$ cat src/rtl/baud_autodetect.sv
module baud_autodetect #(
  parameter int CNT_W    = 16,
  parameter int DIV_SLOW = 512,
  parameter int DIV_MID  = 128,
  parameter int DIV_FAST = 32,
  parameter int SYNC_N   = 2
) (
  input  logic             clk,
  input  logic             rst_n,
  input  logic             rx_in,
  input  logic             start,
  input  logic             abort,
  input  logic             sel_wide,
  input  logic             sel_fast,
  input  logic             flag_clr,
  output logic [CNT_W-1:0] divisor,
  output logic             busy,
  output logic             done_flag,
  output logic             ovf
);
  localparam int PRE_W  = $clog2(DIV_SLOW);
  localparam int LAST_E = 4;

  typedef enum logic [1:0] {S_OFF, S_LOW, S_RISE, S_CNT} st_t;
  st_t st;

  logic [SYNC_N:0] rx_pipe;
  logic [PRE_W-1:0] pre, pre_lim;
  logic [CNT_W-1:0] cnt;
  logic [2:0] edges;

  wire rx_now = rx_pipe[SYNC_N-1];
  wire rise   = rx_now & ~rx_pipe[SYNC_N];
  wire tick   = (st == S_CNT) && (pre == pre_lim);
  wire finish = !abort && !start && (st == S_CNT) && rise && (edges == 3'(LAST_E));

  assign busy = (st != S_OFF);

  always_comb begin
    case ({sel_wide, sel_fast})
      2'b00:   pre_lim = PRE_W'(DIV_SLOW - 1);
      2'b11:   pre_lim = PRE_W'(DIV_FAST - 1);
      default: pre_lim = PRE_W'(DIV_MID - 1);
    endcase
  end

  always_ff @(posedge clk or negedge rst_n)
    if (!rst_n) rx_pipe <= '1;
    else        rx_pipe <= {rx_pipe[SYNC_N-1:0], rx_in};

  always_ff @(posedge clk or negedge rst_n) begin
    if (!rst_n) begin
      st    <= S_OFF;
      pre   <= '0;
      cnt   <= '0;
      edges <= '0;
      ovf   <= 1'b0;
    end else if (abort) begin
      st <= S_OFF;
    end else if (start) begin
      st    <= S_LOW;
      pre   <= '0;
      cnt   <= '0;
      edges <= '0;
      ovf   <= 1'b0;
    end else begin
      case (st)
        S_LOW:  if (!rx_now) st <= S_RISE;
        S_RISE: if (rise) begin
          st    <= S_CNT;
          edges <= 3'd1;
          pre   <= '0;
          cnt   <= CNT_W'(1);
        end
        S_CNT: begin
          if (rise) begin
            if (edges == 3'(LAST_E)) st <= S_OFF;
            else                     edges <= edges + 3'd1;
          end
          pre <= tick ? '0 : pre + 1'b1;
          if (tick) begin
            if (cnt == '1) ovf <= 1'b1;
            else           cnt <= cnt + 1'b1;
          end
        end
        default: ;
      endcase
    end
  end

  always_ff @(posedge clk or negedge rst_n) begin
    if (!rst_n) begin
      divisor   <= '0;
      done_flag <= 1'b0;
    end else begin
      if (finish) divisor <= ovf ? '1 : cnt - 1'b1;
      if (finish)        done_flag <= 1'b1;
      else if (flag_clr) done_flag <= 1'b0;
    end
  end
endmodule

$ cat config.mk
export PLATFORM = sky130hd
export DESIGN_NAME = baud_autodetect
export DESIGN_NICKNAME = d
export VERILOG_FILES = /design/src/rtl/baud_autodetect.sv
export SDC_FILE = /design/constraint.sdc
export NUM_CORES = 1
export LEC_CHECK = 0
export BUFFER_PORTS_ARGS = -buffer_cell sky130_fd_sc_hd__buf_4
export CAP_MARGIN = 20
export CORE_ASPECT_RATIO = 1.2
export CORE_UTILIZATION = 45
export CTS_CLUSTER_SIZE = 24
export DETAILED_ROUTE_END_ITERATION = 8
export PLACE_DENSITY = 0.72
export SYNTH_ARGS = -nofsm -noshare
export SYNTH_HDL_FRONTEND = slang
export SYNTH_SLANG_ARGS = --single-unit
export TNS_END_PERCENT = 1
$ cat constraint.sdc
create_clock -name clk -period 4.6 [get_ports clk]
set_input_delay 0 -clock clk [delete_from_list [all_inputs] [get_ports clk]]
set_output_delay 0 -clock clk [all_outputs]
set_load 0.01 [all_outputs]
==> key figures, run 1 <==
Run status
  – Status: completed

Setup path
  – Crit path max fanout: 18
  – WS Path Type: reg2reg
  – Crit path max-delay cell type: a2111oi_4
  – Peak per-stage delay on the critical path: between 0.5 and 0.6 ns
  – Critical path capture point type: register
  – Crit path required time: around 4.8 ns
  – Setup crit start kind: register
  – CP Data Arrival Time: around 2.6 ns
  – Reg2Reg Depth: 5
  – Flop2flop setup slack: between 2 and 2.5 ns
  – CP cell instances: or3b_4 > a2111oi_4 > o211ai_4 > or4_1 > a21oi_1

Final layout
  – Fin util: 53.1%
  – Layout cells sized above 1: 16.5%
  – Area delta synth->final: 13.3%
  – N_diodes: 0
  – Final cell count without fillers: around 420
  – Final nets: around 350

Detailed routing
  – Max Used Layer: met4
  – WL met3: roughly 170 um
  – Via-to-Cell Ratio: 5.50
  – Drt initial violations: 170
  – DR pass1 iterations: 4
  – Via count: between 2k and 2.5k
  – Wirelength, routed: 5.56 mm
  – Remaining DRCs: 0
  – WL met2: approximately 2.8 mm
  – Met1 wire length: 2.49 mm
  – Post-DRT Antenna Nets: 0
  – Post-DR wirelength/cell: 13.4 um

Placement
  – Inst Count DP: roughly 400
  – Routability-driven placement congestion ratio: just over 0.8
  – Setup slack at placement: approximately 2.3 ns
  – HPWL Detailed: between 4 and 5 mm
  – Number of I/O port buffers: 26

Logic synthesis
  – Post-Synth Adder-Cell Area: ~2.2%
  – Synth area leader: dfrtp_1
  – Area of the mapped netlist: 0.00284 mm^2
  – Main combinational cell family by area after synthesis: simple AND/OR/NAND/NOR gates
  – Synth Flop Type: dfrtp_1
  – Asr flop ratio synth: between 90% and 100%
  – Multiplexer area fraction after synthesis: less than 1%
  – Most frequent cell after synthesis: dfrtp_1
  – Mapped Avg Cell Area: 9.12 um^2
  – Synth unique cells: 52
  – Seq/Total Area, Yosys: between 40% and 50%
  – Synth Warn #: 0
  – Post-synthesis compound-gate area fraction: approximately 17%
  – Mapped Nets: approximately 320
  – Flops & latches, synth: 51
  – Synth Area in XOR/XNOR: 5.87%
  – Yosys top cell area share: between 40% and 50%
  – Post-synthesis simple-gate area fraction: approximately a quarter
  – Post-synth top cells: 48 x dfrtp_1, 36 x nor2_1, 26 x nand2_1
  – Number of synthesized flops with an enable pin: 0
  – Synth top area cells: dfrtp_1 42%, nor2_1 4.8%, a21oi_1 4.2%
  – Gate Count Post-Synth: 311

Worst hold path
  – Hold depth: 3
  – Worst min-delay path category: in2reg

Timing
  – Final Max Slew Viols: 0
  – Final setup skew: 0.00494 ns
  – Slack of the critical path: roughly 2.3 ns
  – Period utilization: between 50% and 60%
  – Final setup violation count: 0
  – Final hold violation count: 0
  – Setup tns final: 0 ns
  – Final Critical Period: ~2.3 ns
  – RSZ-0062 raised after global routing: false
  – Slew at the pin with the worst max-slew slack: between 0.6 and 0.7 ns
  – Min Hold Slack: about 0.028 ns
  – Slew headroom: about 57%
  – Max Fclk: around 430 MHz

CTS
  – Root Buffer: clkbuf_8
  – H-tree depth: 2
  – Worst-Skew Late Latency: 0.30 ns
  – CTS tree: yes
  – Sink Count: 51
  – CTS max path bufs: 2
  – TritonCTS Buffers: 5
  – Clock Pin Slew Worst Setup and Hold Paths: about 0.090 ns
  – Setup Buffers After CTS: 0

Die
  – Die Wd: roughly 74 um
  – Initial core utilization: between 40 and 50%
  – I/O Pins: 27
  – Die footprint: 0.00663 mm^2
  – Die Ht: between 80 and 90 um
  – Placement Rows: 31
  – CORE AREA: 0.00605 mm^2

Global routing
  – Tot GR Track Use: 18.3%
  – Global-route wire length before repair: roughly 9.5 mm
  – Pin count of the biggest net entering global routing: 52
  – Vias in the first global route: roughly 2.2k
  – Initial antenna violation count: 0
  – GR Overflow Total: 0

Power
  – Worst ir drop on vdd: around 0.12 mV
  – Leak pwr: roughly 1.4 nW
  – Power Dens Cells: around 280 mW/mm^2

Job
  – Maximum capacitance violations: 0
power breakdown:
| group | switching (mW) | total, mW | internal (mW) |
|---|---|---|---|
| clock network | 0.146 | 0.322 | 0.176 |
| logic | 0.0607 | 0.108 | 0.0472 |
| registers | 0.0109 | 0.472 | 0.461 |
| total | 0.218 | 0.903 | 0.685 |
per-layer routing:
metal,up-vias,global-route usage [%]
met4,0,5.83
met3,8,2.82
met5,-,0
li1,1154,-
met1,1082,22.0
met2,45,33.3
layout by cell type, fill, tap and decap left out, drive strengths merged, types with 4 or more instances in the layout:
cell type     n
nor2         36
inv          11
xor2          9
clkbuf        6
nand2        26
dlygate4sd3   4
a31oi        10
nor3          7
buf          28
ha            5
or4           4
nand4         9
nand3        13
a21oi        25
xnor2        10
o21ai        25
dfrtp        48
or3          15
nor4          4
metrics by stage:
step           total power [mW]  area, um^2
2_1_floorplan             0.546        2840
3_3_place_gp              0.584        3040
3_5_place_dp              0.588        3040
4_1_cts                   0.914        3200
5_1_grt                   0.943        3210
6_report                  0.903        3210
registers in the layout, indices dropped and copies added (netlist names):
signal / cells
st: 2
done_flag: 1
pre: 9
divisor: 16
edges: 3
rx_pipe: 3
ovf: 1
cnt: 16
final timing paths:
check | startpoint | end
setup / recovery | pre[5] | cnt[14]
hold / removal | abort | st[1]
setup reg to reg | pre[5] | cnt[14]
hold reg to reg | rx_pipe[0] | rx_pipe[1]
max in group asynchronous | rst_n | divisor[10]
min in group asynchronous | rst_n | cnt[5]
what timing repair did:
| action | in CTS | in global routing |
|---|---|---|
| hold buffers | 4 | 0 |
| endpoints found under the hold margin | 51 | 0 |
| gates resized for setup | 0 | 0 |
worst max-delay path: cells and delay by family (launching register included):
family | cells | cell delay (ns)
AOI/OAI and AO/OA | 3 | 0.88
and+or+nand+nor | 2 | 0.92
DFF | 1 | 0.44
cell type report:
class	count	area, um^2
repair buffers	32	251
fillers	563	2840
multi-input cells	231	1420
clock inverters	2	35.0
well taps	82	103
inverters	12	45.0
flip-flops and latches	51	1280
clock buffers	6	82.6
logic make-up after synthesis:
logic type / after synthesis
xor+xnor: 19
buf+inv: 29
compound gates: 74
fa+ha+maj: 5
mux: 1
flops: 51
simple gates: 132
Note: power is estimated with default switching activity, not from simulation.
==> inputs of run 2 (changes only) <==
ABC_AREA = 1   (was unset)
clock period = 2.32 ns   (was 4.6 ns; I/O delays follow)
==> key figures, run 2 <==
Logic synthesis
  – Synth Flop Type: dfrtp_1
  – Post-synth top cells: 89 x nand2_1, 53 x inv_1, 52 x nor2_1
  – Synth Warn #: 0
  – Mapped Avg Cell Area: approximately 7.4 um^2
  – Synth unique cells: 36
  – Synth top area cells: dfrtp_1 38%, nand2_1 10%, inv_1 6.2%
  – Mapped Nets: between 400 and 500
  – Seq/Total Area, Yosys: approximately two fifths
  – Asr flop ratio synth: 100%
  – Yosys top cell area share: 37.7%
  – Gate Count Post-Synth: about 430
  – Number of synthesized flops with an enable pin: 0
  – Flops & latches, synth: 51
  – Synth area leader: dfrtp_1
  – Area of the mapped netlist: around 0.0032 mm^2
  – Most frequent cell after synthesis: nand2_1

Die
  – Die Ht: about 94 um
  – CORE AREA: 0.00685 mm^2
  – Die footprint: 0.00742 mm^2
  – Initial core utilization: 46.5%
  – Placement Rows: 33
  – I/O Pins: 27
  – Die Wd: 78.8 um

CTS
  – TritonCTS Buffers: 5
  – H-tree depth: 2
  – Worst-Skew Late Latency: roughly 0.32 ns
  – Root Buffer: clkbuf_8
  – Post-CTS sizing: 0
  – Sink Count: just over 50
  – CTS max path bufs: 2
  – CTS tree: yes
  – CTS Hold Bufs: 4
  – Clock Pin Slew Worst Setup and Hold Paths: approximately 0.09 ns
  – Setup Buffers After CTS: 0

Final layout
  – Area delta synth->final: 12.1%
  – Layout cells sized above 1: a little under a fifth
  – N_diodes: 0
  – Final nets: 465
  – Fin util: between 50% and 60%
  – Top flop regs: cnt x16, divisor x16, pre x9
  – Commonest non-fill, non-tap cell in the layout: nand2_1
  – Most frequent cells in the layout: 89 x nand2_1, 53 x inv_1, 52 x nor2_1, 48 x dfrtp_1, 35 x nand3_1

Timing
  – Period utilization: 80.4%
  – Final setup violation count: 0
  – Min Hold Slack: 0.0149 ns
  – Final hold violation count: 0
  – Slack of the critical path: 0.455 ns
  – Slew headroom: approximately 56%
  – RSZ-0062 raised after global routing: false
  – Final setup skew: about 0.010 ns
  – Final Max Slew Viols: 0
  – Slew at the pin with the worst max-slew slack: 0.657 ns
  – Setup tns final: 0 ns
  – Max Fclk: ~540 MHz
  – Final Critical Period: between 1.5 and 2 ns

Setup path
  – Buffers & Inverters on Critical Path: 1
  – Crit path max fanout: 32
  – Crit path required time: 2.57 ns
  – Peak per-stage delay on the critical path: about 0.53 ns
  – Critical path capture point type: register
  – Crit path max-delay cell type: dfrtp_1
  – Delay-heaviest family, CP: simple AND/OR/NAND/NOR gates
  – Worst path most repeated cell: nand2_2
  – CP Data Arrival Time: between 2 and 2.5 ns
  – WS Path Type: reg2reg
  – Setup crit start kind: register
  – CP cell instances: ha_1 > nand2_2 > nor2_4 > nand2_2 > nor2_2 > nand3_1 > nand3_2 > buf_12 > nand2_1 > o21ai_2

Detailed routing
  – Wirelength, routed: 6.86 mm
  – Remaining DRCs: 0
  – Via count: 2,866
  – Post-DRT Antenna Nets: 0
  – Post-DR wirelength/cell: around 13 um
  – Via-to-Cell Ratio: 5.31
  – Drt initial violations: between 200 and 250
  – DR pass1 iterations: 5

Global routing
  – Initial antenna violation count: 0
  – Global-route wire length before repair: 12.0 mm
  – Tot GR Track Use: slightly above 20%
  – GR Overflow Total: 0
  – Pin count of the biggest net entering global routing: 52
  – Vias in the first global route: between 2k and 3k

Power
  – Leak pwr: around 1.8 nW
  – Worst ir drop on vdd: roughly 0.26 mV
  – Power Dens Cells: roughly 510 mW/mm^2
  – Pwr Total: roughly 1.8 mW

Worst hold path
  – Worst min-delay path category: in2reg

Run status
  – Status: completed

Placement
  – Number of I/O port buffers: 26
  – HPWL Detailed: 4.93 mm
  – Routability-driven placement congestion ratio: roughly 0.91
  – Setup slack at placement: 0.486 ns

Job
  – Maximum capacitance violations: 0
-- run 2: changes by cell type in the layout (fill, tap and decap cells not counted), sizes merged, moves of 4 or more --
cell	change
nand2	+72
inv	+45
nand3	+26
nor2	+22
nand4	+16
a21oi	-15
o21ai	+15
or3	-15
xnor2	-8
xor2	-7
a31oi	-4
nor4	-4
or4	-4
-- run 2: report_power, final --
part           switching (mW)  total, mW  leakage [nW]  internal [mW]
Clock                   0.311      0.632        0.0581          0.321
Sequential             0.0190      0.927         0.691          0.908
Combinational           0.165      0.246          1.05         0.0812
-- run 2: routing by layer --
layer / global-route usage [%] / part of all wire [%] / wire [um] / up-vias
met5: 0 / 0 / 0 / -
met4: 8.94 / 2.2 / 153 / 0
met3: 3.59 / 4.0 / 277 / 13
met2: 36.1 / 48 / 3290 / 70
met1: 24.5 / 46 / 3140 / 1335
li1: - / - / - / 1448
-- run 2: worst min-delay path: stages --
cell	delay [ns]
buf_4	0.09
inv_1	0.06
nand3_1	0.08
a22oi_1	0.05
-- run 2: layout make-up --
class	instances	area (um^2)
Tap cell	87	109
Multi-Input combinational cell	303	1580
Fill cell	671	3280
Clock buffer	5	68.8
Clock inverter	3	43.8
Timing Repair Buffer	34	278
Sequential cell	51	1280
Inverter	57	214
-- run 2: final timing paths --
check,from,endpoint,slack (ns),cells past startpoint
max,cnt[0],cnt[9],0.45,10
min,abort,ovf,0.01,4
max reg2reg,cnt[0],cnt[9],0.45,10
min reg2reg,rx_pipe[0],rx_pipe[1],0.36,0
max in group asynchronous,rst_n,pre[8],1.63,2
min in group asynchronous,rst_n,divisor[1],0.25,2
-- run 2: kinds of logic after synthesis --
| kind of cell | after synthesis | share of synthesized area, % |
|---|---|---|
| simple gates | 231 | 33.8 |
| buf+inv | 75 | 10.3 |
| compound gates | 63 | 12.6 |
| flops | 51 | 40.2 |
| fa+ha+maj | 5 | 1.96 |
| xor+xnor | 4 | 1.10 |
-- run 2: through the flow --
stage               area, um^2  cells
floorplan                 3190    429
global placement          3420    528
detailed placement        3420    528
CTS                       3570    540
global route              3570    540
finish                    3570    540
